File: src/rtl/flash_status_pkg.sv
package flash_status_pkg;

   typedef enum logic [2:0] {
      OP_NONE    = 3'd0,
      OP_PROG    = 3'd1,
      OP_SERASE  = 3'd2,
      OP_CERASE  = 3'd3,
      OP_SUSPEND = 3'd4,
      OP_RESUME  = 3'd5
   } fsg_op_e;

   typedef enum logic [2:0] {
      ST_IDLE,
      ST_PROG,
      ST_PROT,
      ST_EWIN,
      ST_EACT,
      ST_CERASE,
      ST_SUSP,
      ST_SPROG
   } fsg_state_e;

   function automatic logic st_busy(fsg_state_e s);
      return (s != ST_IDLE) && (s != ST_SUSP);
   endfunction

   function automatic logic st_erasing(fsg_state_e s);
      return (s == ST_EWIN) || (s == ST_EACT) || (s == ST_CERASE);
   endfunction

endpackage

File: src/rtl/fsg_interval_timer.sv
module fsg_interval_timer #(
   parameter int W = 8
) (
   input  logic         clk,
   input  logic         rst_n,
   input  logic         load,
   input  logic [W-1:0] load_val,
   output logic         expire
);
   logic [W-1:0] cnt_q;

   always_ff @(posedge clk or negedge rst_n) begin
      if (!rst_n)             cnt_q <= '0;
      else if (load)          cnt_q <= load_val;
      else if (cnt_q != '0)   cnt_q <= cnt_q - W'(1);
   end

   assign expire = !load && (cnt_q == W'(1));
endmodule

File: src/rtl/fsg_sector_marks.sv
module fsg_sector_marks #(
   parameter int NUM_SECTORS = 8,
   parameter int SECT_W      = 3
) (
   input  logic              clk,
   input  logic              rst_n,
   input  logic              clr,
   input  logic              set_one,
   input  logic              set_all,
   input  logic [SECT_W-1:0] cmd_idx,
   input  logic [SECT_W-1:0] rd_idx,
   output logic              cmd_hit,
   output logic              rd_hit
);
   logic [NUM_SECTORS-1:0] mark_q;

   for (genvar s = 0; s < NUM_SECTORS; s++) begin : g_mark
      always_ff @(posedge clk or negedge rst_n) begin
         if (!rst_n)
            mark_q[s] <= 1'b0;
         else if (set_all || (set_one && cmd_idx == SECT_W'(s)))
            mark_q[s] <= 1'b1;
         else if (clr)
            mark_q[s] <= 1'b0;
      end
   end

   assign cmd_hit = mark_q[cmd_idx];
   assign rd_hit  = mark_q[rd_idx];
endmodule

File: src/rtl/fsg_toggle_bit.sv
module fsg_toggle_bit (
   input  logic clk,
   input  logic rst_n,
   input  logic clr,
   input  logic flip,
   output logic q
);
   always_ff @(posedge clk or negedge rst_n) begin
      if (!rst_n)    q <= 1'b0;
      else if (clr)  q <= 1'b0;
      else if (flip) q <= ~q;
   end
endmodule

File: src/rtl/flash_status_gen.sv
module flash_status_gen
   import flash_status_pkg::*;
#(
   parameter int ADDR_W        = 12,
   parameter int NUM_SECTORS   = 8,
   parameter int CLK_MHZ       = 100,
   parameter int ERASE_WIN_US  = 50,
   parameter int PROT_US       = 1
) (
   input  logic              clk,
   input  logic              rst_n,
   input  logic              cmd_valid,
   input  logic [2:0]        cmd_op,
   input  logic [ADDR_W-1:0] cmd_addr,
   input  logic [7:0]        cmd_data,
   input  logic              cmd_prot,
   input  logic              rd_en,
   input  logic [ADDR_W-1:0] rd_addr,
   input  logic [7:0]        array_data,
   input  logic              done,
   input  logic              time_fault,
   output logic [7:0]        status,
   output logic              busy_n
);
   localparam int SECT_W   = $clog2(NUM_SECTORS);
   localparam int WIN_CYC  = CLK_MHZ * ERASE_WIN_US;
   localparam int PROT_CYC = CLK_MHZ * PROT_US;
   localparam int TMR_MAX  = (WIN_CYC > PROT_CYC) ? WIN_CYC : PROT_CYC;
   localparam int TMR_W    = $clog2(TMR_MAX + 1);
   localparam int NUM_TOG  = 2;

   if (NUM_SECTORS < 2 || (NUM_SECTORS & (NUM_SECTORS - 1)) != 0) begin : g_bad_sectors
      $error("NUM_SECTORS must be a power of two of at least 2");
   end
   if (ADDR_W <= SECT_W) begin : g_bad_addr
      $error("ADDR_W must exceed the sector index width");
   end
   if (CLK_MHZ < 1 || ERASE_WIN_US < 1 || PROT_US < 1) begin : g_bad_time
      $error("timing parameters must be positive");
   end

   fsg_state_e        state_q, state_d;
   logic              ret_susp_q;
   logic [ADDR_W-1:0] pend_addr_q, prog_addr_q;
   logic [7:0]        pend_data_q, prog_data_q;
   logic              prog_valid_q, fault_q;
   logic [7:0]        status_q, status_d, data_word;

   logic [SECT_W-1:0] cmd_sect, rd_sect;
   logic              cmd_hit, rd_hit;
   logic              tmr_load, tmr_expire;
   logic [TMR_W-1:0]  tmr_val;
   logic              op_start, sprog_start, pend_we, commit;
   logic              mark_one, mark_all;
   logic              is_prog, is_serase, is_cerase, is_susp, is_resume;
   logic              busy;
   logic [NUM_TOG-1:0] tog_clr, tog_flip, tog_q;

   assign cmd_sect  = cmd_addr[ADDR_W-1 -: SECT_W];
   assign rd_sect   = rd_addr[ADDR_W-1 -: SECT_W];
   assign is_prog   = cmd_valid && (cmd_op == OP_PROG);
   assign is_serase = cmd_valid && (cmd_op == OP_SERASE);
   assign is_cerase = cmd_valid && (cmd_op == OP_CERASE);
   assign is_susp   = cmd_valid && (cmd_op == OP_SUSPEND);
   assign is_resume = cmd_valid && (cmd_op == OP_RESUME);

   // next-state and control decode
   always_comb begin
      state_d     = state_q;
      op_start    = 1'b0;
      sprog_start = 1'b0;
      pend_we     = 1'b0;
      commit      = 1'b0;
      mark_one    = 1'b0;
      mark_all    = 1'b0;
      tmr_load    = 1'b0;
      tmr_val     = TMR_W'(WIN_CYC);
      case (state_q)
         ST_IDLE: begin
            if (is_prog) begin
               op_start = 1'b1;
               pend_we  = 1'b1;
               if (cmd_prot) begin
                  state_d  = ST_PROT;
                  tmr_load = 1'b1;
                  tmr_val  = TMR_W'(PROT_CYC);
               end else begin
                  state_d = ST_PROG;
               end
            end else if (is_serase) begin
               op_start = 1'b1;
               mark_one = 1'b1;
               tmr_load = 1'b1;
               state_d  = ST_EWIN;
            end else if (is_cerase) begin
               op_start = 1'b1;
               mark_all = 1'b1;
               state_d  = ST_CERASE;
            end
         end
         ST_PROG: if (done) begin
            commit  = 1'b1;
            state_d = ST_IDLE;
         end
         ST_PROT: if (tmr_expire) state_d = ret_susp_q ? ST_SUSP : ST_IDLE;
         ST_EWIN: begin
            if (is_serase) begin
               mark_one = 1'b1;
               tmr_load = 1'b1;
            end else if (tmr_expire) begin
               state_d = ST_EACT;
            end
         end
         ST_EACT: begin
            if (done)         state_d = ST_IDLE;
            else if (is_susp) state_d = ST_SUSP;
         end
         ST_CERASE: if (done) state_d = ST_IDLE;
         ST_SUSP: begin
            if (is_resume) begin
               state_d = ST_EACT;
            end else if (is_prog && !cmd_hit) begin
               sprog_start = 1'b1;
               pend_we     = 1'b1;
               if (cmd_prot) begin
                  state_d  = ST_PROT;
                  tmr_load = 1'b1;
                  tmr_val  = TMR_W'(PROT_CYC);
               end else begin
                  state_d = ST_SPROG;
               end
            end
         end
         ST_SPROG: if (done) begin
            commit  = 1'b1;
            state_d = ST_SUSP;
         end
         default: state_d = ST_IDLE;
      endcase
   end

   fsg_interval_timer #(.W(TMR_W)) u_timer (
      .clk      (clk),
      .rst_n    (rst_n),
      .load     (tmr_load),
      .load_val (tmr_val),
      .expire   (tmr_expire)
   );

   fsg_sector_marks #(.NUM_SECTORS(NUM_SECTORS), .SECT_W(SECT_W)) u_marks (
      .clk     (clk),
      .rst_n   (rst_n),
      .clr     (op_start),
      .set_one (mark_one),
      .set_all (mark_all),
      .cmd_idx (cmd_sect),
      .rd_idx  (rd_sect),
      .cmd_hit (cmd_hit),
      .rd_hit  (rd_hit)
   );

   assign busy = st_busy(state_q);

   // bit 0 of the toggle vector drives status bit 6, bit 1 drives status bit 2
   assign tog_clr[0]  = op_start || sprog_start;
   assign tog_flip[0] = rd_en && busy;
   assign tog_clr[1]  = op_start;
   assign tog_flip[1] = rd_en && rd_hit && (st_erasing(state_q) || state_q == ST_SUSP);

   for (genvar g = 0; g < NUM_TOG; g++) begin : g_tog
      fsg_toggle_bit u_tog (
         .clk   (clk),
         .rst_n (rst_n),
         .clr   (tog_clr[g]),
         .flip  (tog_flip[g]),
         .q     (tog_q[g])
      );
   end

   always_ff @(posedge clk or negedge rst_n) begin
      if (!rst_n) begin
         state_q      <= ST_IDLE;
         ret_susp_q   <= 1'b0;
         pend_addr_q  <= '0;
         pend_data_q  <= '0;
         prog_addr_q  <= '0;
         prog_data_q  <= '0;
         prog_valid_q <= 1'b0;
         fault_q      <= 1'b0;
         status_q     <= '0;
      end else begin
         state_q <= state_d;
         if (state_d == ST_PROT && state_q != ST_PROT)
            ret_susp_q <= (state_q == ST_SUSP);
         if (pend_we) begin
            pend_addr_q <= cmd_addr;
            pend_data_q <= cmd_data;
         end
         if (commit) begin
            prog_addr_q  <= pend_addr_q;
            prog_data_q  <= pend_data_q;
            prog_valid_q <= 1'b1;
         end else if (op_start) begin
            prog_valid_q <= 1'b0;
         end
         if (op_start || sprog_start) fault_q <= 1'b0;
         else if (time_fault && busy) fault_q <= 1'b1;
         if (rd_en) status_q <= status_d;
      end
   end

   // word returned on a read
   always_comb begin
      if (prog_valid_q && rd_addr == prog_addr_q) data_word = prog_data_q;
      else if (state_q == ST_IDLE && rd_hit)      data_word = 8'hFF;
      else                                        data_word = array_data;
      case (state_q)
         ST_PROG, ST_PROT, ST_SPROG:
            status_d = {~pend_data_q[7], tog_q[0], fault_q, 5'b00000};
         ST_EWIN, ST_EACT, ST_CERASE:
            status_d = {1'b0, tog_q[0], fault_q, 1'b0, (state_q == ST_EACT), tog_q[1], 2'b00};
         ST_SUSP:
            status_d = rd_hit ? {1'b1, tog_q[0], 3'b000, tog_q[1], 2'b00} : data_word;
         default:
            status_d = data_word;
      endcase
   end

   assign status = status_q;
   assign busy_n = ~busy;
endmodule

File: config.mk
export PLATFORM = sky130hd
export DESIGN_NAME = flash_status_gen
export DESIGN_NICKNAME = d
export VERILOG_FILES = /design/src/rtl/flash_status_pkg.sv /design/src/rtl/fsg_interval_timer.sv /design/src/rtl/fsg_sector_marks.sv /design/src/rtl/fsg_toggle_bit.sv /design/src/rtl/flash_status_gen.sv
export SDC_FILE = /design/constraint.sdc
export NUM_CORES = 1
export LEC_CHECK = 0
export BUFFER_PORTS_ARGS = -buffer_cell sky130_fd_sc_hd__buf_2
export CAP_MARGIN = 20
export CELL_PAD_IN_SITES_DETAIL_PLACEMENT = 1
export CELL_PAD_IN_SITES_GLOBAL_PLACEMENT = 1
export CORE_AREA = 2 2 93 95
export DETAILED_ROUTE_END_ITERATION = 6
export DIE_AREA = 0 0 95 97
export GPL_TIMING_DRIVEN = 0
export PLACE_DENSITY_LB_ADDON = 0.25
export SLEW_MARGIN = 20
export SYNTH_ARGS = -nofsm -noshare
export SYNTH_HDL_FRONTEND = slang
export SYNTH_SLANG_ARGS = --single-unit
File: constraint.sdc
create_clock -name clk -period 4 [get_ports clk]
set_input_delay 0.2 -clock clk [delete_from_list [all_inputs] [get_ports clk]]
set_output_delay 0.2 -clock clk [all_outputs]
set_load 0.005 [all_outputs]
==> metrics, run 1 <==
status complete, no violations; syn_nets 393; Final Max Slew Viols 0; Ys Warns 0; io pins 59; min cycle time layout 2270 ps; worst-path fanout max 10; Clock Tree Buf Depth 2; critical path class flop to flop; Worst VDD drop 0.405 mV; Worst Setup Start Kind flop; core area 8130 µm²; Synth area leader dfrtp_1; initial antenna violation count 0; vias in the first global route 3163; routed len/inst 17.8 µm; largest net degree at the start of global routing 58; chip width 95 µm; FFs w/ async S/R, synth 100%; Clock Tree Root clkbuf_8; setup repair after global routing missed its margin false; Rows 33; Pre-Repair DR Iteration Count 4; vias 2902; post-synth cell types 47; Synth area leaders dfrtp_1 (50%), mux2_4 (7.7%), mux2_2 (6.1%); Die ar. 9220 µm²; relative slew slack 49.0%; DRC Markers 0; Power Dens Cells 714 nW/µm²; RR Endpoint prog_addr_q[9]; # setup viols final 0; n_diodes 0; maxcap violations 0; WP data required 4240 ps; drt via density 5.58; CP Capture Type flop; nets@finish 462; most frequent cell after synthesis dfrtp_1; Min-Delay Path Class input port to flop; sequential fraction of the synthesis area 49.6%; arrival time of the worst setup path 2510 ps; post-detail-place hpwl 6.83 mm; setup_tns 0 ps; Reg clk slew, reported paths 90 ps; Area growth syn-to-layout 17.2%; Pleak 2.10 nW; number of enable flip-flop cells after synthesis 0; total power 0.00325 W; layout cells sized above 1 30.4%; GP Congestion 0.876; Post-Synthesis Cell Area 3890 µm²; Final Hold Fails 0; Reg-to-Reg Start state_q[2]; Synth Register Bits 77; period utilization 56.7%; worst slew pin tran 757 ps; R2R cell count 5; Synth Area per Inst 11.4 µm²; fmax 441 MHz; Post-DRT Antenna Nets 0; 1st-iter DRT viols 71; clock skew 12.6 ps; crit path to prog_addr_q[9]; # resized after CTS 0; first-pass GRT wire length 15.8 mm; H-tree depth 3; CTS tree yes; commonest cells in the netlist dfrtp_1 (77), nor2_1 (24), nand2_1 (23), mux2_2 (21), mux2_4 (20); Post-Syn Instances 341; Critical Path Start state_q[2]; drt total wl 9.24 mm; clock sink total 77; total grt overflow 0; Initial Util 47.8%; die height 97 µm; fill count 875; total CTS buffers 9; R2R setup slack 1730 ps; proportion of netlist area held by the largest area contributor 49.6%; worst-skew pair later-pin latency 360 ps; Post-synth top flop dfrtp_1; PortBufs 56; GRT Total Usage 21.9%
[repair_timing]
item | in CTS | in global routing
buffers inserted | 0 | 0
hold buffers | 1 | 0
hold endpoints to repair | 20 | 0
[report_power, final]
| group | switching, W | total (W) | internal (W) |
|---|---|---|---|
| clock | 0.000322 | 0.000632 | 0.000310 |
| sequential | 0.000271 | 0.00142 | 0.00115 |
| combinational | 0.000561 | 0.00120 | 0.000638 |
[placed cells by master (no fill, tap or decap), types with 4 or more instances in the layout]
| master | instances |
|---|---|
| inv_1 | 14 |
| mux2_4 | 20 |
| nor2b_1 | 4 |
| mux4_2 | 4 |
| nand3_1 | 9 |
| nor3_1 | 12 |
| nand2_1 | 23 |
| nand4_1 | 4 |
| o21ai_0 | 12 |
| buf_2 | 57 |
| mux2_2 | 21 |
| a21oi_1 | 5 |
| xor2_1 | 7 |
| o311ai_1 | 4 |
| or4_1 | 4 |
| nand2b_1 | 7 |
| clkbuf_8 | 10 |
| xnor2_1 | 19 |
| clkbuf_1 | 10 |
| o22ai_1 | 6 |
| dfrtp_1 | 77 |
| o21ai_1 | 7 |
| nor4_1 | 4 |
| a32oi_1 | 4 |
| nor2_1 | 24 |
[metal layers]
layer | vias up | part of all wire (%) | global-route usage, %
li1 | 1362 | - | -
met1 | 1468 | 45 | 29.1
met2 | 64 | 50 | 36.0
met3 | 8 | 3.6 | 4.52
met4 | 0 | 0.94 | 6.02
met5 | - | 0 | 0
[per-stage QoR]
stage	utilization [%]	setup WS (ps)	instances	hold WS [ps]	cell area, µm²
2_1_floorplan	-	2040	341	-95.6	3890
3_3_place_gp	52.8	1760	502	431	4300
3_5_place_dp	53.3	1720	503	121	4330
4_1_cts	56.0	1720	520	52.9	4550
5_1_grt	56.0	1580	520	49.3	4550
6_report	56.0	1730	520	66.6	4550
[flip-flops by register name, summed over array words and instances (netlist names), 2 cells and up]
name            count
g_tog.u_tog.q       2
pend_addr_q        12
pend_data_q         8
prog_addr_q        12
prog_data_q         8
state_q             3
status              8
u_marks.mark_q      8
u_timer.cnt_q      13
[worst max-delay path: stages (launching register included)]
cell and delay, ps:
dfrtp_1 400, clkbuf_1 370, xnor2_1 180, and3_1 270, clkbuf_1 510, mux2_2 410
[final cells by class]
cell class | count | area (µm²) | area share [%]
Sequential cell | 77 | 1930 | 42.3
Multi-Input combinational cell | 235 | 1840 | 40.4
Timing Repair Buffer | 58 | 320 | 7.03
Clock buffer | 10 | 138 | 3.02
Tap cell | 105 | 131 | 2.89
Clock inverter | 6 | 71.3 | 1.57
Buffer | 14 | 70.1 | 1.54
Inverter | 15 | 56.3 | 1.24
[cells by family after synthesis]
| group | synth area share, % |
|---|---|
| DFF | 49.6 |
| adders and majority gates | 0.644 |
| xor gates and xnor gates | 5.86 |
| muxes | 17.5 |
| buffers and inverters | 3.25 |
| and+or+nand+nor | 13.3 |
| AOI/OAI and AO/OA | 9.85 |
[worst min path at each step]
stage,startpoint,end,slack [ps],cells after the start
after floorplan,rst_n,fault_q,-100,0
after global placement,cmd_addr[7],pend_addr_q[7],430,2
after detailed placement,rst_n,u_timer.cnt_q[9],120,1
after CTS,cmd_addr[6],pend_addr_q[6],50,2
after global routing,cmd_addr[6],pend_addr_q[6],50,2
final,cmd_data[2],pend_data_q[2],70,2
(Power assumes the default switching activity.)
==> run 2: changes to the inputs <==
- ABC_AREA: not set -> 1
- CORE_AREA: 2 2 93 95 -> 2 2 106 108
- DIE_AREA: 0 0 95 97 -> 0 0 108 110
- clock period: 4 -> 2.06 ns (I/O delays scaled with it)
==> run 2 against run 1 <==
Effect of this change: register-to-register slack got worse by 1500 ps; combinational power increased by 95%; fmax increased by 24%; first-iteration DRC count increased by 83%; worst setup slack got worse by 1500 ps; area after synthesis increased by 1.9%; via count increased by 24%; routed wire length increased by 17%; sequential power increased by 91%; global-route usage decreased by 2.2 points; count of clock-buffer cells in the layout increased by 1; clock power increased by 95%; largest cell class unchanged.
==> metrics, run 2 <==
period utilization 88.5% (+32 points); FF+latch area 1930 µm² (unchanged); fmax 548 MHz (+24%); drt total wl 10.8 mm (+17%); Post-DRT Antenna Nets 0 (unchanged); Pleak 2.41 nW (+15%); worst-path fanout max 10 (unchanged); Reg clk slew, reported paths 80 ps (about the same); post-synth cell types 42 (-11%); Worst Hold Depth 3 (+1); worst-path cell chain xnor2_1 -> nand3_1 -> nor3_1 -> nand4_2 -> nand2_2 -> o21ai_0 -> a21oi_1; 1st-iter DRT viols 130 (+83%); worst-skew pair later-pin latency 360 ps (about the same); io pins 59 (unchanged); Area growth syn-to-layout 23.0%; H-tree depth 3 (unchanged); Reg-to-Reg Start prog_addr_q[4]; max reg flops 13 (unchanged); Reg with most FFs u_timer.cnt_q; syn_nets 546 (+39%); met2 usage in global routing 34.6% (-1.4 points); maxcap violations 0 (unchanged); GRT Total Usage 19.7% (-2.2 points); routed len/inst 14.9 µm (-16%); Non-Filler Instances 728 (+40%); commonest non-fill, non-tap cell in the layout nand2_1; Synth area leader dfrtp_1; Post-synth top flop dfrtp_1; first-pass GRT wire length 18.2 mm (+15%); Post-Syn Instances 494 (+45%); Inst Count DP 692 (+38%); met1 Resource Use GR 24.6% (-4.6 points); post-detail-place hpwl 7.94 mm (+16%); worst slew pin tran 444 ps (-314 ps); status complete, no violations; gr busiest metal met2; clock sink total 77 (unchanged); Initial Util 37.0% (-11 points); CP delay by family, top simple AND/OR/NAND/NOR gates; arrival time of the worst setup path 2110 ps (-400 ps); largest net degree at the start of global routing 55 (-5.2%); most frequent cell after synthesis nand2_1; Synth Register Bits 77 (unchanged); number of enable flip-flop cells after synthesis 0 (unchanged); vias in the first global route 3870 (+22%); setup repair after global routing missed its margin false; CTS tree yes; Post-Synthesis Cell Area 3960 µm² (+1.9%); chip width 108 µm (+14%); total CTS buffers 9 (unchanged); n_diodes 0 (unchanged); # setup viols final 0 (unchanged); commonest cells in the netlist nand2_1 (111), dfrtp_1 (77), inv_1 (65), o21ai_0 (57), nor2_1 (47); vias 3586 (+24%); initial antenna violation count 0 (unchanged); critical path class flop to flop; setup_tns 0 ps (unchanged); Clock Tree Buf Depth 2 (unchanged); Synth area leaders dfrtp_1 (49%), nand2_1 (11%), o21ai_0 (7.2%); RR Endpoint status[3]; met3 usage 2.53% (-2.0 points); Worst Setup Start Kind flop; sequential fraction of the synthesis area 48.7% (-0.91 points); Final Hold Fails 0 (unchanged); Setup Buffers After CTS 0 (unchanged); CP max stage delay 390 ps (-120 ps); layout cells sized above 1 18.2% (-12 points); PortBufs 57 (+1.8%); drt via density 4.93 (-12%); DRC Markers 0 (unchanged); CP Capture Type flop; die height 110 µm (+13%); CP Buf/Inv Count 0 (-2); Ys Warns 0 (unchanged); core area 10700 µm² (+32%); Rows 38 (+15%); R2R cell count 7 (+2); WP data required 2350 ps (-1890 ps); GP Congestion 0.877 (about the same); total grt overflow 0 (unchanged); fill count 1362 (+56%); Final Max Slew Viols 0 (unchanged); most frequent cells in the layout nand2_1 (109), dfrtp_1 (77), inv_1 (65), buf_2 (62), o21ai_0 (57); relative slew slack 70.4% (+21 points); hold_sp array_data[4]; Clock Tree Root clkbuf_8; R2R setup slack 240 ps (-1500 ps); biggest regs u_timer.cnt_q: 13 flops, pend_addr_q: 12 flops, prog_addr_q: 12 flops; FFs w/ async S/R, synth 100% (unchanged); Power Dens Cells 1290 nW/µm² (+81%); nets@finish 635 (+37%); Worst VDD drop 0.441 mV (+9.0%); CP max stage cell dfrtp_1; Pre-Repair DR Iteration Count 4 (unchanged); area of the multi-input gates 1700 µm² (-7.6%); Min-Delay Path Class input port to flop; proportion of netlist area held by the largest area contributor 48.7% (-0.91 points); Die ar. 11900 µm² (+29%); Synth Area per Inst 8.01 µm² (-30%); min cycle time layout 1820 ps (-443 ps); Worst Hold Endpoint status[4]; clock skew 6.65 ps (-5.99 ps)
run 2: cell types whose count changed in the layout (fill, tap and decap cells not counted), moves of 12 or more:
cell	delta
nand3_1	+12
a21oi_1	+13
nand2_1	+86
mux2_4	-20
inv_1	+51
mux2_2	-21
o21ai_0	+45
dlygate4sd3_1	+19
nor2_1	+23
run 2: timing repair:
action | CTS | global route
endpoints found under the hold margin | 42 | 0
hold buffers | 20 | 0
endpoints found under the setup margin | 0 | 5
gates resized for setup | 0 | 3
run 2: worst register-to-register path: stages (launching register included):
cell	delay, ps
dfrtp_1	390
xnor2_1	160
nand3_1	100
nor3_1	250
nand4_2	320
nand2_2	240
o21ai_0	140
a21oi_1	160
run 2: worst max-delay path by stage:
| stage | from | end | cells past startpoint |
|---|---|---|---|
| after floorplan | state_q[0] | state_q[2] | 11 |
| after global placement | state_q[0] | state_q[2] | 9 |
| after detailed placement | state_q[0] | state_q[2] | 9 |
| after CTS | prog_addr_q[4] | status[3] | 7 |
| after global routing | state_q[0] | state_q[2] | 11 |
| final | prog_addr_q[4] | status[3] | 7 |
run 2: where the power goes:
part | switching, W | internal (W) | leakage, nW
logic | 0.00141 | 0.000929 | 1.39
registers | 0.000439 | 0.00227 | 0.923
clock network | 0.000605 | 0.000626 | 0.102
total | 0.00246 | 0.00383 | 2.41
run 2: cell families (layout without fill, tap and decap cells):
family	after synthesis	count (layout)	share of synthesized area [%]
AO/OA/AOI/OAI	106	106	15.2
XOR/XNOR	13	13	2.88
adder cells (fa/ha/maj)	2	2	0.632
buffers and inverters	84	178	8.63
flip-flops	77	77	48.7
AND/OR/NAND/NOR	212	212	24.0
run 2: layout make-up:
class / count / area share (%)
clock buffer: 11 / 3.11
timing repair buffer: 78 / 10.6
inverter: 71 / 5.47
tap: 140 / 3.60
sequential: 77 / 39.6
multi-input combinational: 333 / 34.9
clock inverter: 5 / 1.21
buffer: 13 / 1.54
run 2: metal layers:
metal,up-vias,share of wire [%]
met5,-,0
met4,0,1.8
met3,15,2.5
met2,50,51
met1,1743,45
li1,1778,-
run 2: through the flow:
stage	hold slack (ps)	setup WS [ps]	utilization (%)	instance area [µm²]	power, W
2_1_floorplan	-193	548	-	3960	0.00429
3_3_place_gp	310	208	41.3	4420	0.00492
3_5_place_dp	43.4	173	41.6	4450	0.00507
4_1_cts	2.20	134	45.4	4860	0.00636
5_1_grt	3.80	19.8	45.5	4870	0.00686
6_report	14.2	237	45.5	4870	0.00629
==> run 3: changes to the inputs <==
- MAX_ROUTING_LAYER: not set -> met4
==> run 3 against run 2 <==
Effect of this change: global-route usage is 0.61 points higher; clock skew is 0.93 ps higher; sequential power hardly changed; critical path depth is 1 lower; register-to-register slack hardly changed; sequential share of layout area is 0.081 points lower; worst hold slack worse by 6.0 ps; critical endpoint is now u_marks.mark_q[6]; sequential cell count stayed put; worst setup slack worse by 7.9 ps; largest power group unchanged; routed wire length is 0.27% higher; fmax is 0.43% lower.
==> metrics, run 3 (synthesized netlist as in run 2, its figures left out) <==
status complete, no violations; total grt overflow 0 (unchanged); H-tree depth 3 (unchanged); Worst VDD drop 0.441 mV (about the same); Clock Tree Root clkbuf_8; GRT Total Usage 20.3% (+0.61 points); initial antenna violation count 0 (unchanged); post-detail-place hpwl 7.94 mm (unchanged); io pins 59 (unchanged); routed len/inst 14.9 µm (+0.13%); core area 10700 µm² (unchanged); R2R setup slack 230 ps (about the same); PnR worst setup slack 229 ps (-7.85 ps); PortBufs 57 (unchanged); FF+latch area 1930 µm² (unchanged); min cycle time layout 1830 ps (+7.85 ps); largest net degree at the start of global routing 55 (unchanged); GP Congestion 0.891 (+1.7%); nets@finish 636 (+0.16%); setup repair after global routing missed its margin false; WHS 8.17 ps (-6.05 ps); CP Capture Type flop; Final Hold Fails 0 (unchanged); CTS tree yes; Clock Tree Buf Depth 2 (unchanged); Worst Setup Start Kind flop; arrival time of the worst setup path 2110 ps (about the same); final core occ 45.6% (+0.093 points); period utilization 88.9% (+0.38 points); critical path class flop to flop; max reg flops 13 (unchanged); worst-path fanout max 9 (-1); Pre-Repair DR Iteration Count 4 (unchanged); first-pass GRT wire length 18.2 mm (about the same); Initial Util 37.0% (unchanged); WP data required 2340 ps (about the same); layout cells sized above 1 18.2% (-0.031 points); Reg with most FFs u_timer.cnt_q; fill count 1360 (-0.15%); relative slew slack 70.1% (-0.21 points); die height 110 µm (unchanged); DRC Markers 0 (unchanged); worst-skew pair later-pin latency 370 ps (about the same); commonest non-fill, non-tap cell in the layout nand2_1; area of the multi-input gates 1700 µm² (unchanged); Die ar. 11900 µm² (unchanged); Reg clk slew, reported paths 80 ps (about the same); Power Dens Cells 1290 nW/µm² (about the same); n_diodes 0 (unchanged); worst slew pin tran 447 ps (+3.09 ps); vias in the first global route 3875 (+0.13%); biggest regs u_timer.cnt_q: 13 flops, pend_addr_q: 12 flops, prog_addr_q: 12 flops; clock skew 7.58 ps (+0.928 ps); chip width 108 µm (unchanged); total CTS buffers 9 (unchanged); Pleak 2.41 nW (+0.17%); maxcap violations 0 (unchanged); Rows 38 (unchanged); # setup viols final 0 (unchanged); drt via density 4.91 (-0.25%); fmax 546 MHz (-0.43%); most frequent cells in the layout nand2_1 (109), dfrtp_1 (77), inv_1 (65), buf_2 (62), o21ai_0 (57); Setup Buffers After CTS 0 (unchanged); Area growth syn-to-layout 23.3%; Post-DRT Antenna Nets 0 (unchanged); vias 3582 (-0.11%); Final Max Slew Viols 0 (unchanged); Min-Delay Path Class input port to flop; drt total wl 10.9 mm (+0.27%); clock sink total 77 (unchanged); Post-Place Worst Slack 173 ps (unchanged); setup_tns 0 ps (unchanged); 1st-iter DRT viols 146 (+12%)
==> run 3: cell types whose count changed in the layout (fill, tap and decap cells not counted), sizes merged <==
cell	change
dlygate4sd3	+1
==> run 3: power by group <==
| group | internal [W] | leakage, nW | switching, W |
|---|---|---|---|
| Combinational | 0.000930 | 1.39 | 0.00142 |
| Clock | 0.000626 | 0.102 | 0.000608 |
| Sequential | 0.00227 | 0.923 | 0.000440 |
| Total | 0.00383 | 2.41 | 0.00247 |
==> run 3: timing repair <==
item                                    in CTS  in global routing
endpoints found under the hold margin       42                  1
resized for setup                            0                  3
hold buffers                                20                  1
endpoints found under the setup margin       0                  5
==> run 3: per-stage QoR <==
stage | cells | power, W | cell area, µm²
floorplan | 494 | 0.00429 | 3960
global placement | 691 | 0.00492 | 4420
detailed placement | 692 | 0.00507 | 4450
CTS | 728 | 0.00636 | 4860
global route | 729 | 0.00687 | 4880
finish | 729 | 0.00629 | 4880
==> run 3: cell type report <==
| class | instances | share of cell area, % |
|---|---|---|
| Timing Repair Buffer | 79 | 10.8 |
| Sequential cell | 77 | 39.5 |
| Buffer | 13 | 1.54 |
| Clock buffer | 11 | 3.10 |
| Inverter | 71 | 5.46 |
| Multi-Input combinational cell | 333 | 34.8 |
| Clock inverter | 5 | 1.21 |
| Tap cell | 140 | 3.59 |
==> run 3: routing by layer <==
layer,GRT usage (%),wire length (µm),up-vias
li1,-,-,1782
met1,24.7,4890,1733
met2,34.5,5490,50
met3,3.23,297,17
met4,7.42,180,0
met5,-,0,-
==> run 3: worst paths after layout <==
check | endpoint | cells after the start | start
hold / removal | status[4] | 3 | array_data[4]
setup reg to reg | u_marks.mark_q[6] | 6 | state_q[0]
setup / recovery | u_marks.mark_q[6] | 6 | state_q[0]
max in group asynchronous | prog_addr_q[10] | 3 | rst_n
hold reg to reg | prog_valid_q | 2 | prog_valid_q
min in group asynchronous | u_marks.mark_q[4] | 2 | rst_n
==> run 3: critical path, stage by stage (launching register included) <==
cell and delay (ps):
dfrtp_1 380, buf_6 140, nor2_1 220, nand2_2 170, inv_1 210, nand3_1 370, o211ai_1 250
